===== src/rtl/pin_lut_pkg.sv =====
package pin_lut_pkg;
  localparam int GRP_W = 5;
  localparam int REG_W = 8;

  typedef enum logic [1:0] {
    LM_GPIO = 2'b00,
    LM_2TO1 = 2'b01,
    LM_3TO1 = 2'b10,
    LM_3TO2 = 2'b11
  } lut_mode_e;

  // table index; the 2-input form keeps the top index bit at zero
  function automatic logic [2:0] lut_index(input logic [1:0] m, input logic [GRP_W-1:0] p);
    if (m == LM_2TO1) return {1'b0, p[1], p[0]};
    return p[2:0];
  endfunction

  // pins of a group that the lookup takes over
  function automatic logic [GRP_W-1:0] drive_mask(input logic [1:0] m);
    case (m)
      LM_2TO1: return 5'b00100;
      LM_3TO1: return 5'b01000;
      LM_3TO2: return 5'b11000;
      default: return 5'b00000;
    endcase
  endfunction

  // lookup values for a whole group, zero outside the mask
  function automatic logic [GRP_W-1:0] lut_values(input logic [1:0] m,
                                                  input logic [GRP_W-1:0] p,
                                                  input logic [REG_W-1:0] ta,
                                                  input logic [REG_W-1:0] tb);
    logic [2:0]       idx;
    logic [GRP_W-1:0] v;
    idx = lut_index(m, p);
    v   = '0;
    case (m)
      LM_2TO1: v[2] = ta[idx];
      LM_3TO1: v[3] = ta[idx];
      LM_3TO2: begin
        v[3] = ta[idx];
        v[4] = tb[idx];
      end
      default: v = '0;
    endcase
    return v;
  endfunction
endpackage


===== src/rtl/pin_lut_sync.sv =====
module pin_lut_sync #(
  parameter int W      = 10,
  parameter int STAGES = 2
) (
  input  logic         clk,
  input  logic         rst_n,
  input  logic [W-1:0] din,
  output logic [W-1:0] dout
);
  logic [STAGES-1:0][W-1:0] chain;

  always_ff @(posedge clk) begin
    if (!rst_n) begin
      chain <= '0;
    end else begin
      chain[0] <= din;
      for (int i = 1; i < STAGES; i++) chain[i] <= chain[i-1];
    end
  end

  assign dout = chain[STAGES-1];
endmodule


===== src/rtl/pin_lut_cfg.sv =====
module pin_lut_cfg
  import pin_lut_pkg::*;
#(
  parameter int NUM_GROUPS = 2,
  parameter int AW         = 4
) (
  input  logic                                 clk,
  input  logic                                 rst_n,
  input  logic                                 we,
  input  logic [AW-1:0]                        addr,
  input  logic [REG_W-1:0]                     wdata,
  output logic [NUM_GROUPS-1:0][1:0]           mode,
  output logic [NUM_GROUPS-1:0][REG_W-1:0]     tab_a,
  output logic [NUM_GROUPS-1:0][REG_W-1:0]     tab_b
);
  localparam logic [AW-1:0] MODE_ADDR = '0;

  for (genvar g = 0; g < NUM_GROUPS; g++) begin : g_grp
    localparam logic [AW-1:0] A_ADDR = AW'(1 + 2*g);
    localparam logic [AW-1:0] B_ADDR = AW'(2 + 2*g);

    always_ff @(posedge clk) begin
      if (!rst_n) begin
        mode[g]  <= LM_GPIO;
        tab_a[g] <= '0;
        tab_b[g] <= '0;
      end else if (we) begin
        if (addr == MODE_ADDR) mode[g]  <= wdata[2*g +: 2];
        if (addr == A_ADDR)    tab_a[g] <= wdata;
        if (addr == B_ADDR)    tab_b[g] <= wdata;
      end
    end
  end
endmodule


===== src/rtl/pin_lut_group.sv =====
module pin_lut_group
  import pin_lut_pkg::*;
(
  input  logic             clk,
  input  logic             rst_n,
  input  logic [1:0]       mode,
  input  logic [REG_W-1:0] tab_a,
  input  logic [REG_W-1:0] tab_b,
  input  logic [GRP_W-1:0] pins,
  output logic [GRP_W-1:0] val_q,
  output logic [GRP_W-1:0] en_q
);
  logic [GRP_W-1:0] val_d;
  logic [GRP_W-1:0] en_d;

  assign val_d = lut_values(mode, pins, tab_a, tab_b);
  assign en_d  = drive_mask(mode);

  // value and mask share one register stage so they never disagree
  always_ff @(posedge clk) begin
    if (!rst_n) begin
      val_q <= '0;
      en_q  <= '0;
    end else begin
      val_q <= val_d;
      en_q  <= en_d;
    end
  end
endmodule


===== src/rtl/pin_lut_bank.sv =====
module pin_lut_bank
  import pin_lut_pkg::*;
#(
  parameter int NUM_GROUPS  = 2,
  parameter int SYNC_STAGES = 2,
  parameter int AW          = 4,
  localparam int PINS       = GRP_W * NUM_GROUPS
) (
  input  logic             clk,
  input  logic             rst_n,
  input  logic             reg_we,
  input  logic [AW-1:0]    reg_addr,
  input  logic [REG_W-1:0] reg_wdata,
  input  logic [PINS-1:0]  pin_in,
  output logic [PINS-1:0]  lut_out,
  output logic [PINS-1:0]  lut_en
);
  // named internal wires, also seen by the checker
  logic [PINS-1:0]                     sync_pins;
  logic [NUM_GROUPS-1:0][1:0]          cfg_mode;
  logic [NUM_GROUPS-1:0][REG_W-1:0]    cfg_tab_a;
  logic [NUM_GROUPS-1:0][REG_W-1:0]    cfg_tab_b;

  pin_lut_sync #(.W(PINS), .STAGES(SYNC_STAGES)) u_sync (
    .clk  (clk),
    .rst_n(rst_n),
    .din  (pin_in),
    .dout (sync_pins)
  );

  pin_lut_cfg #(.NUM_GROUPS(NUM_GROUPS), .AW(AW)) u_cfg (
    .clk  (clk),
    .rst_n(rst_n),
    .we   (reg_we),
    .addr (reg_addr),
    .wdata(reg_wdata),
    .mode (cfg_mode),
    .tab_a(cfg_tab_a),
    .tab_b(cfg_tab_b)
  );

  for (genvar g = 0; g < NUM_GROUPS; g++) begin : g_lut
    pin_lut_group u_grp (
      .clk  (clk),
      .rst_n(rst_n),
      .mode (cfg_mode[g]),
      .tab_a(cfg_tab_a[g]),
      .tab_b(cfg_tab_b[g]),
      .pins (sync_pins[GRP_W*g +: GRP_W]),
      .val_q(lut_out[GRP_W*g +: GRP_W]),
      .en_q (lut_en[GRP_W*g +: GRP_W])
    );
  end
endmodule


===== config.mk =====
export PLATFORM = sky130hd
export DESIGN_NAME = pin_lut_bank
export DESIGN_NICKNAME = d
export VERILOG_FILES = /design/src/rtl/pin_lut_pkg.sv /design/src/rtl/pin_lut_sync.sv /design/src/rtl/pin_lut_cfg.sv /design/src/rtl/pin_lut_group.sv /design/src/rtl/pin_lut_bank.sv
export SDC_FILE = /design/constraint.sdc
export NUM_CORES = 1
export LEC_CHECK = 0
export BUFFER_PORTS_ARGS = -buffer_cell sky130_fd_sc_hd__buf_2
export CORE_UTILIZATION = 55
export DETAILED_ROUTE_END_ITERATION = 10
export PLACE_DENSITY = 0.78
export SLEW_MARGIN = 20
export SYNTH_ARGS = -nofsm -noshare
export SYNTH_HDL_FRONTEND = slang
export SYNTH_HIERARCHICAL = 1
export SYNTH_SLANG_ARGS = --single-unit

===== constraint.sdc =====
create_clock -name clk -period 1.8 [get_ports clk]
set_input_delay 0.09 -clock clk [delete_from_list [all_inputs] [get_ports clk]]
set_output_delay 0.09 -clock clk [all_outputs]
set_load 0.01 [all_outputs]

Word level (Yosys, flattened, before mapping)
Index checks and enable logic that the tools add are counted.
- register bits after elaboration: 72
- logic and storage cells: 60
- output and inout bits: 20
- bits of input ports: 25
- reduce and logical (&&, ||, !) cells: 14
- equal/unequal tests: 10
- mux-type cells: 16
- $lt $le $gt $ge: 2
- operator list (operator ; number):
    case mux 5 bit (3 select lines) ; 2
    AND reduction 2 bit ; 11
    binary-select mux 1 bit (select 3 bit) ; 4
    two-way mux 3 bit ; 4
    == test 2 bit, second input constant ; 4
    == test 4 x 2 -> 1 bit, second input constant ; 2
    < comparator 3 x 4 -> 1 bit, second input constant ; 2
    two-way mux 1 bit ; 6
    == test 2 x 1 -> 1 bit, second input constant ; 2
    == test 4 x 1 -> 1 bit, second input constant ; 1
    == test 4 x 3 -> 1 bit, second input constant ; 1
    zero test 4 bit ; 1
    OR reduction 2 bit ; 2

Longest topological paths before layout
Gate-level depths: netlist of the first run.
- word-level depth: 5
- mapped depth: 4
- mapped depth without buffers: 3

Hierarchy
The synthesis of the first run kept the hierarchy.
- modules (own cells, without submodules) (module ; area an instance (um^2) ; instances ; seq. area each (um^2) ; cells each):
    pin_lut_cfg ; 1356.3 ; 1 ; 720.7 ; 131
    pin_lut_group ; 321.6 ; 2 ; 120.1 ; 29
    pin_lut_sync ; 636.9 ; 1 ; 400.4 ; 52

Worst setup path before layout of the first run
Ideal clock, no wire load.
- kind: register -> register
- from: register u_sync.chain, in the netlist u_sync/dout[0]
- to: register g_lut[0].u_grp.val_q[4]
- required time: 1.669 ns
- buffers on the path: 1
- period minus slack after synthesis: 1.244 ns
- arrival: 1.113 ns
- path slack: 0.556 ns
- cell stages (with the launch flop): 5
- library setup time: 0.131 ns
- cell sequence: dfxtp_1 > buf_4 > mux4_1 > a21oi_1 > nor3_1
- word-level cells in the longest chain between the ends: 4
- ends and longest elaborated chain (item ; RTL line ; text):
    start: declaration ; pin_lut_sync.sv:10 ; logic [STAGES-1:0][W-1:0] chain;
    two-way mux 3 bit ; pin_lut_pkg.sv:14 ; if (m == LM_2TO1) return {1'b0, p[1], p[0]};
    two-way mux 3 bit (*) ; pin_lut_pkg.sv:15 ; return p[2:0];
    binary-select mux 1 bit (select 3 bit) (*) ; pin_lut_pkg.sv:42 ; v[4] = tb[idx];
    two-way mux 1 bit (not written as such) (*) ; pin_lut_pkg.sv:42 ;
    end signal: assignment ; pin_lut_group.sv:25 ; val_q <= val_d;
    end: declaration ; pin_lut_group.sv:10 ; output logic [GRP_W-1:0] val_q,
Mark *: on every way between the ends. The rest lies on a longest branch, timed or not. The select of a mux whose other input is x is not followed.
A chain may end at the register's enable or synchronous reset.

Final worst setup path of the first run
Same ends and word-level chain as after synthesis.

==> impl_summary.md, run 1 <==
Finish
The layout has 323 filler cells. In the final layout, flip-flops and latches occupy 1201 sq um. The number of antenna diodes in the final layout is 0. Once layout is complete, the cells apart from fillers number 308. The most common cell after layout, fill and taps aside is dfxtp_1. The post-layout instance area is 2743 sq um. The top cell types in the final layout, fill and taps aside, are dfxtp_1 (60), nand2_1 (49), mux2i_1 (38), buf_2 (32), clkbuf_8 (11).

The utilization of the core after routing is 67.12%. Relative to the synthesized area, the layout overhead comes to 14.82%. Cells with a size suffix above 1 make up 22.87% of the layout. In the final layout, the multi-input gates occupy 1026 sq um. After the last flow step, the layout net total stands at 280.

Critical path
The endpoint class of the critical path is a flip-flop. The worst-path maximum fanout is 5. Data on the critical path arrives at its endpoint at 1.61 ns. The register-to-register setup slack is 0.40 ns. By startpoint and endpoint, the worst setup path is classified as reg -> reg. The data required time of the worst path is 2.01 ns. The sort of element at the start of the critical path is a flip-flop.

Timing
Setup repair after global routing left no endpoint under its margin. The worst clock skew on the final layout is 0.005504 ns. Headroom to the max-slew limit came out at 62.93%.

The highest clock rate is 0.7131 GHz. In the finished design, the share of the clock period the worst path needs comes to 77.91%. In the post-route analysis, the smallest setup slack over all paths is 0.3977 ns. The final hold violation count is 0. The final count of pins violating max slew is 0. The worst-margin pin slew is 0.5544 ns. The setup total negative slack is 0 ns. The post-layout minimum cycle time is 1.402 ns.

The number of failing setup endpoints in the final timing report is 0.

Route
The starting DRC count in detailed routing is 60. The routed wire length is 4169 um. The routed wire length on met3 is 266 um. After detailed routing, the number of remaining DRC violations is 0. Summing over every cut layer, the via total after detailed routing is 1557. Once detail routing completed, the nets flagged for antenna violations numbered 0. In the final routed layout, each cell accounts on average for 13.54 um. Wire segments on met2 add up to 1915 um in the final route. For this run, the detailed router's first-pass iteration total came to 4.

In this run the top signal layer used is met4. The detailed-routing wirelength on met1 is 1947 um. Using the TritonRoute via totals, the vias-per-cell ratio works out to 5.055.

Clock network
TritonCTS built the clock tree. The H-tree was split into 3 levels. The longest clock path from root to sink contains 2 buffers. After clock tree synthesis, the flow added hold-fix buffers numbering 6. The number of gates given a new drive strength after cts is 0. Buffers added to address setup during post-CTS repair amount to 0. The sink count of the clock tree is 60.

The number of clock buffers added by TritonCTS is 9. CTS placed an instance of clkbuf_8 at the clock tree root. Clock-pin slew was measured on the worst setup and hold paths at 0.06 ns. At the later pin of the worst-skew pair, clock insertion delay measures 0.33 ns.

GRT
Entering global routing, the biggest net connects 50 pins. The final global-route overflow total is 0. The via count of the first global-routing pass is 1483.

The global-route wire length before repair is 6720 um. The initial antenna violation count came to 0. For this run, the total global-route usage over all layers was measured as 20.90%.

Yosys
For this run, the number of Yosys warnings is 6. The mean instance size in the synthesized netlist is 10.81 sq um. The post-synthesis instance total is 221.

The combined area of all synthesized cells is 2389 sq um.

Pwr
The reported leakage power is 0.001323 uW. Of the total power, registers draw 51.4%. Across the VDD grid, the largest voltage drop is 0.5487 mV. The internal power of the cells totals 2111 uW. Combinational logic burns 4.9% of the power. The clock network burns 43.6% of the power. In this run the power spent charging and discharging nets is 549.3 uW. The power density over the cells is 970.1 nW/um^2.

The fraction of power spent switching nets is 20.64%.

Placed design
After legalization and detailed placement, the total HPWL measured 2872 um. The pre-CTS worst setup slack is 0.4072 ns. The cell area after placement is 2492 sq um. The placer congestion estimate is 0.7319.

The count of input and output buffers is 32. The instance count after placement with tap cells included is 288.

Floorplanning
The floorplan step set the die width to 67.90 um. The initialized floorplan defines 23 standard-cell rows. The area enclosed by the die boundary is 4610 sq um. The vertical extent of the die is 67.90 um. In this run the count of I/O pins placed on the die edge is 45.

The placeable core region is 4086 sq um. The initial utilization of the core area, before any placement, comes to 58.45%.

Worst hold path
The path class of the lowest-slack min-delay path is in -> reg.

Job
The max-capacitance violation count is 0.

Run status
The run finished with clean final reports.
-- cell type report --
class,instances,share of cell area [%]
Tap cell,50,2.281
Clock buffer,12,5.657
Multi-Input combinational cell,141,37.41
Clock inverter,2,1.277
Sequential cell,60,43.80
Inverter,2,0.2737
Timing Repair Buffer,41,9.307
-- path summary, 6_finish.rpt --
| check | from | to | cells after the start |
|---|---|---|---|
| worst max-delay path | u_sync/dout[0] | g_lut[0].u_grp/val_q[4] | 3 |
| worst min-delay path | reg_wdata[7] | u_cfg/tab_b[7] | 3 |
| worst max register to register | u_sync/dout[0] | g_lut[0].u_grp/val_q[4] | 3 |
| worst min register to register | u_sync/chain[7] | u_sync/dout[7] | 1 |
-- per-stage QoR --
step | hold WS [ns] | total power, uW
floorplan | 0.2066 | 1491
finish | 0.1110 | 2661
global placement | 0.2990 | 1516
global route | 0.1155 | 2770
detailed placement | 0.2998 | 1519
CTS | 0.09693 | 2697
-- layer usage --
metal | GRT usage (%) | vias up
met1 | 23.95 | 713
met2 | 34.03 | 50
met3 | 10.00 | 6
met5 | 0 | -
met4 | 7.031 | 0
li1 | - | 788
-- state kept, by name, indices dropped and copies added (netlist names) --
signal / cells
u_cfg/mode: 4
u_cfg/tab_a: 16
u_sync/dout: 6
u_sync/chain: 6
g_lut.u_grp/val_q: 6
u_cfg/tab_b: 16
g_lut.u_grp/en_q: 6
-- power by group through the flow --
stage	registers [uW]	clock network [uW]	logic (uW)
final	1370	1160	131
after global routing	1370	1250	144
after CTS	1370	1200	132
after detailed placement	1400	0	122
after global placement	1400	0	119
after floorplan	1390	0	104
-- worst max-delay path: stages, from the launching register on --
cell and delay [ns]:
dfxtp_1 0.46, mux4_1 0.61, a21oi_1 0.13, nor3_1 0.07
Note: power is estimated with default switching activity, not from simulation.
==> run 2: changes to the inputs <==
CORE_UTILIZATION = 50   (was 55)
PLACE_DENSITY = 0.75   (was 0.78)
clock period = 1.2 ns   (was 1.8 ns; I/O delays follow)
==> impl_summary.md, run 2 (same netlist as run 1, synthesis figures left out) <==
Timing
Setup repair after global routing could not meet its margin everywhere. The final count of pins violating max slew is 0 (unchanged). The highest clock rate is 0.8197 GHz (+15%). The post-layout minimum cycle time is 1.220 ns (-0.1824 ns).

The setup slack after layout is -0.01990 ns (-0.4176 ns). The share of the clock period used by the worst path after layout is 101.7% (+24 points). The number of failing setup endpoints in the final timing report is 1 (+1). The final hold violation count is 0 (unchanged). The worst clock skew on the final layout was 0.008601 ns (+0.003098 ns).

GRT
The global-route wire length before repair is 7555 um (+12%). The final global-route overflow total came to 0 (unchanged). The maximum number of pins on one net before global-route repair is 41 (-18%).

The initial antenna violation count is 0 (unchanged). The overall global routing resource usage is 20.57% (-0.33 points). The via count of the first global-routing pass is 1556 (+4.9%).

Route
The average wire per standard cell is 14.36 um (+6.1%). The routed wire length is 4594 um (+10%). The remaining antenna violation count came to 0 (unchanged). The average via count per standard cell is 4.997 (-1.2%). The DRC violation count after routing came to 0 (unchanged). The starting DRC count in detailed routing is 95 (+58%). The total vias in the final route came to 1599 (+2.7%). The number of optimization iterations in the first detailed-route pass is 6 (+2).

Clock network
The number of setup buffers added after CTS is 0 (unchanged). The number of buffers on the longest clock path is 2 (unchanged). The clock latency on the worst-skew pair is 0.34 ns (about the same).

The total CTS buffers is 9 (unchanged). The root cell of the clock tree is clkbuf_8. The number of levels in the clock H-tree is 3 (unchanged). The clock tree from TritonCTS is yes. The sink count of the clock tree is 60 (unchanged). The clock-pin slew reported for the worst setup and hold paths after clock tree synthesis is 0.06 ns (about the same).

Critical path
The number of buffer and inverter instances along the worst setup path was 0 (unchanged). The family with the most delay on the worst path is multiplexers. The worst-path maximum fanout is 5 (unchanged). The data required time of the worst path is 1.42 ns (-0.59 ns). The endpoint class of the critical path is a flip-flop. The slowest stage of the critical path belongs to the cell mux4_2. The start-to-end type of the worst setup path is reg -> reg. The critical path goes through mux4_2, a21oi_2, nor3_2. The data arrival time of the worst path is 1.44 ns (-0.17 ns).

The delay of the slowest cell on the worst path is 0.53 ns (-0.08 ns). The sort of element at the start of the critical path is a flip-flop.

Placed design
The count of input and output buffers is 32 (unchanged). The HPWL after detailed placement is 3078 um (+7.2%). The placer congestion estimate is 0.7810 (+6.7%).

The pre-CTS worst setup slack is -0.1235 ns (-0.5307 ns).

Floorplanning
The vertical extent of the die is 71.12 um (+4.7%). The count of boundary I/O pins was 45 (unchanged). The starting density of the core is 53.38% (-5.1 points).

The placeable core region is 4474 sq um (+9.5%). The site row count is 24 (+4.3%). The die width is 71.12 um (+4.7%). The area enclosed by the die boundary is 5057 sq um (+9.7%).

Finish
The number of diodes is 0 (unchanged). The utilization of the core after routing is 62.81% (-4.3 points). In the final layout, the registers with the most flip-flops are u_cfg/tab_a (16), u_cfg/tab_b (16). The library cells used most frequently in the layout, excluding fill and tap cells, are dfxtp_1 (56), nand2_1 (49), mux2i_1 (38), buf_2 (32), clkbuf_8 (10). The layout filler cell count was 371 (+15%). The area of all sequential standard cells is 1211 sq um (+0.83%). The share of layout cells above drive strength 1 is 30.22% (+7.4 points). The number of nets in the layout is 288 (+2.9%). The library cell used most frequently in the layout, excluding fill and tap cells, is dfxtp_1. The area taken by multi-input logic gates is 1030 sq um (+0.37%).

Compared with the post-synthesis result, the final layout area differs by 17.65%.

Run status
The final reports fail on negative setup slack. The flow ran to the end, but the final reports show violations.

Pwr
The maximum vdd ir drop is 1.023 mV (+86%). The reported leakage power was 0.001337 uW (+1.0%). The power density over the cells was 1355 nW/um^2 (+40%).

Worst hold path
The min-delay analysis places its worst path in the category in -> reg.

Job
The max-capacitance violation count is 0 (unchanged).
[run 2: cell types whose count changed in the layout (fill, tap and decap cells not counted), sizes merged]
cell / before / now
buf: 35 / 43
bufinv: 1 / 0
clkbuf: 12 / 11
clkinv: 1 / 4
clkinvlp: 0 / 1
[run 2: final timing paths]
path	from	slack (ns)	endpoint	cells after the start
worst max-delay path	u_sync/dout[5]	-0.02	g_lut[1].u_grp/val_q[4]	3
worst min-delay path	reg_wdata[7]	0.08	u_cfg/tab_b[7]	3
worst max register to register	u_sync/dout[5]	-0.02	g_lut[1].u_grp/val_q[4]	3
worst min register to register	u_sync/chain[7]	0.43	u_sync/dout[7]	1
[run 2: per-layer routing]
| layer | vias up | global-route usage (%) | part of all wire, % |
|---|---|---|---|
| li1 | 804 | - | - |
| met1 | 742 | 25.93 | 46 |
| met2 | 44 | 30.66 | 46 |
| met3 | 9 | 7.550 | 5.6 |
| met4 | 0 | 11.33 | 1.9 |
| met5 | - | 0 | 0 |
[run 2: metrics by stage]
step | hold slack (ns) | cells | area [sq um] | setup TNS, ns | total power (uW)
final | 0.08340 | 320 | 2810 | -0.01990 | 3808
after global routing | 0.08251 | 320 | 2810 | -0.1779 | 3954
after CTS | 0.05390 | 320 | 2799 | -0.007781 | 3850
after detailed placement | 0.2696 | 298 | 2552 | -0.5845 | 2291
after global placement | 0.2656 | 298 | 2552 | -0.2054 | 2287
after floorplan | 0.1766 | 227 | 2404 | 0 | 2241
[run 2: timing repair]
action | 4_1_cts | 5_1_grt
hold endpoints to repair | 6 | 0
hold buffers | 6 | 0
resized for setup | 8 | 4
pin swaps | 1 | 1
endpoints found under the setup margin | 6 | 4
[run 2: final cells by class]
cell class	count	area share, %
Clock buffer	11	5.031
Clock inverter	5	0.9795
Inverter	2	0.2671
Multi-Input combinational cell	141	36.64
Sequential cell	60	43.10
Tap cell	52	2.315
Timing Repair Buffer	49	11.67
[run 2: report_power, final]
part	leakage, uW	internal, uW	switching, uW
sequential	0.000489	2030	23.8
clock	0.0000889	789	755
combinational	0.000760	104	111
total	0.00134	2920	890
[run 2: worst min-delay path: stages]
cell and delay (ns):
buf_2 0.08, nand2_1 0.11, mux2i_1 0.13
==> run 3: changes to the inputs <==
CELL_PAD_IN_SITES_DETAIL_PLACEMENT = 0   (was default)
CELL_PAD_IN_SITES_GLOBAL_PLACEMENT = 1   (was default)
CORE_UTILIZATION = 39   (was 50)
PLACE_DENSITY = default   (was 0.75)
PLACE_DENSITY_LB_ADDON = 0.1   (was default)
==> impl_summary.md, run 3 (same netlist as run 1, synthesis figures left out) <==
Route
The detailed-routing wirelength on met1 came to 2330 um (+9.5%). Routed signal wires occupy layers up through met4. The routed wire length on met3 is 192 um (-26%). The starting DRC count in detailed routing is 47 (-51%). The total vias in the final route is 1540 (-3.7%).

The met2 layer wire length in the routed design is 2012 um (-5.0%). The average wire per standard cell is 13.55 um (-5.6%). The average via count per standard cell is 4.516 (-9.6%).

The routed wire length is 4619 um (+0.54%). The remaining antenna violation count came to 0 (unchanged). The DRC violation count after routing came to 0 (unchanged). The number of optimization iterations in the first detailed-route pass is 4 (-2).

Floorplanning
The starting density of the core came to 40.34% (-13 points). The vertical extent of the die is 80.26 um (+13%). The placeable core region was 5921 sq um (+32%).

The count of boundary I/O pins is 45 (unchanged). The site row count is 28 (+17%). The die width is 80.26 um (+13%). The area enclosed by the die boundary is 6442 sq um (+27%).

Clock network
TritonCTS built the clock tree. The number of setup buffers added after CTS is 0 (unchanged). The number of buffers on the longest clock path is 2 (unchanged). The clock latency on the worst-skew pair is 0.33 ns (about the same). The total CTS buffers came to 9 (unchanged). The number of levels in the clock H-tree was 3 (unchanged). The clock-pin slew reported for the worst setup and hold paths after clock tree synthesis is 0.06 ns (about the same).

The sink count of the clock tree is 60 (unchanged). The root cell of the clock tree is clkbuf_8.

GRT
The initial antenna violation count is 0 (unchanged). The maximum number of pins on one net before global-route repair is 33 (-20%). The global-route wire length before repair is 7569 um (+0.19%). The overall global routing resource usage is 16.43% (-4.1 points). The final global-route overflow total is 0 (unchanged). The via count of the first global-routing pass is 1522 (-2.2%).

Timing
The share of the clock period used by the worst path after layout came to 100.8% (-0.90 points). The number of failing setup endpoints in the final timing report was 2 (+1). The post-layout minimum cycle time is 1.209 ns (-0.01074 ns). The setup total negative slack is -0.01310 ns (+0.006803 ns). The worst slack on hold paths is 0.08198 ns (-0.001429 ns). The highest clock rate was 0.8270 GHz (+0.89%).

Setup repair after global routing could not meet its margin everywhere. The worst clock skew on the final layout is 0.004784 ns (-0.003817 ns). The setup slack after layout is -0.009155 ns (+0.01074 ns). The final count of pins violating max slew was 0 (unchanged). The final hold violation count is 0 (unchanged).

Finish
In the final layout, the registers with the most flip-flops are u_cfg/tab_a (16), u_cfg/tab_b (16). The share of layout cells above drive strength 1 is 28.57% (-1.7 points). The area taken by multi-input logic gates was 1025 sq um (-0.49%). The layout filler cell count was 586 (+58%).

In the layout the commonest cells are dfxtp_1 (56), nand2_1 (49), mux2i_1 (38), buf_2 (32). The area of all sequential standard cells is 1214 sq um (+0.21%). The library cell used most frequently in the layout, excluding fill and tap cells, is dfxtp_1.

The area overhead of the layout relative to synthesis is 17.65% (unchanged). The utilization of the core after routing is 47.46% (-15 points). The number of diodes is 0 (unchanged). The number of nets in the layout came to 287 (-0.35%).

Placed design
The HPWL after detailed placement was 3202 um (+4.0%). The count of input and output buffers is 32 (unchanged). The placer congestion estimate is 0.7785 (-0.32%). The pre-CTS worst setup slack came to -0.1231 ns (+0.0003880 ns).

Job
The max-capacitance violation count is 0 (unchanged).

Run status
The flow ran to the end, but the final reports show violations. The checks that failed: negative setup slack.

Critical path
The critical path in this run is classified as reg -> reg. The data required time of the worst path was 1.42 ns (about the same). The worst-path maximum fanout was 4 (-1). The data arrival time of the worst path is 1.43 ns (about the same). The endpoint class of the critical path is a flip-flop.

The worst setup path is launched from a flip-flop.

Pwr
The maximum vdd ir drop is 0.6699 mV (-35%). The reported leakage power was 0.001322 uW (-1.1%). The power density over the cells is 1321 nW/um^2 (-2.5%).

Worst hold path
The worst hold path belongs to the class in -> reg.
run 3: cell count changes in the layout (fill, tap and decap cells not counted), sizes merged:
cell,delta
buf,-1
clkbuf,+1
clkinvlp,-1
clkinv,-1
run 3: per-stage QoR:
step,total power (uW),instances,area (sq um)
2_1_floorplan,2241,227,2404
3_3_place_gp,2292,320,2574
3_5_place_dp,2292,320,2574
4_1_cts,3765,341,2800
5_1_grt,3888,341,2810
6_report,3712,341,2810
run 3: repair_timing:
action	CTS	global route
setup endpoints to repair	6	4
resized for setup	7	4
hold buffers	6	0
hold endpoints to repair	6	0
pin swaps	0	2
run 3: worst paths after layout:
kind                                           endpoint  slack (ns)            start  cells past startpoint
worst min register to register           u_sync/dout[7]        0.43  u_sync/chain[7]                      1
worst max-delay path            g_lut[0].u_grp/val_q[3]      -0.009   u_sync/dout[0]                      3
worst min-delay path                    u_cfg/tab_a[12]        0.08     reg_wdata[4]                      3
worst max register to register  g_lut[0].u_grp/val_q[3]      -0.009   u_sync/dout[0]                      3
run 3: worst max-delay path, cell delays in order, from the launching register on:
cell and delay (ns):
dfxtp_4 0.38, mux4_2 0.50, mux2i_1 0.16, nor2_1 0.06
run 3: per-layer routing:
layer  up-vias  GRT usage, %
met5         -             0
met4         0         8.571
met3         9         5.568
met2        35         24.53
met1       694         20.88
li1        802             -
run 3: area by class of cell:
class | instances | area share [%]
Multi-Input combinational cell | 141 | 36.46
Sequential cell | 60 | 43.19
Timing Repair Buffer | 48 | 11.40
Clock inverter | 3 | 0.5343
Clock buffer | 12 | 4.809
Inverter | 2 | 0.2671
Tap cell | 75 | 3.339
run 3: where the power goes:
part | switching (uW) | leakage, uW | internal (uW)
Sequential | 23.0 | 0.000489 | 2020
Combinational | 109 | 0.000753 | 102
Clock | 725 | 0.0000800 | 728
Total | 857 | 0.00132 | 2850
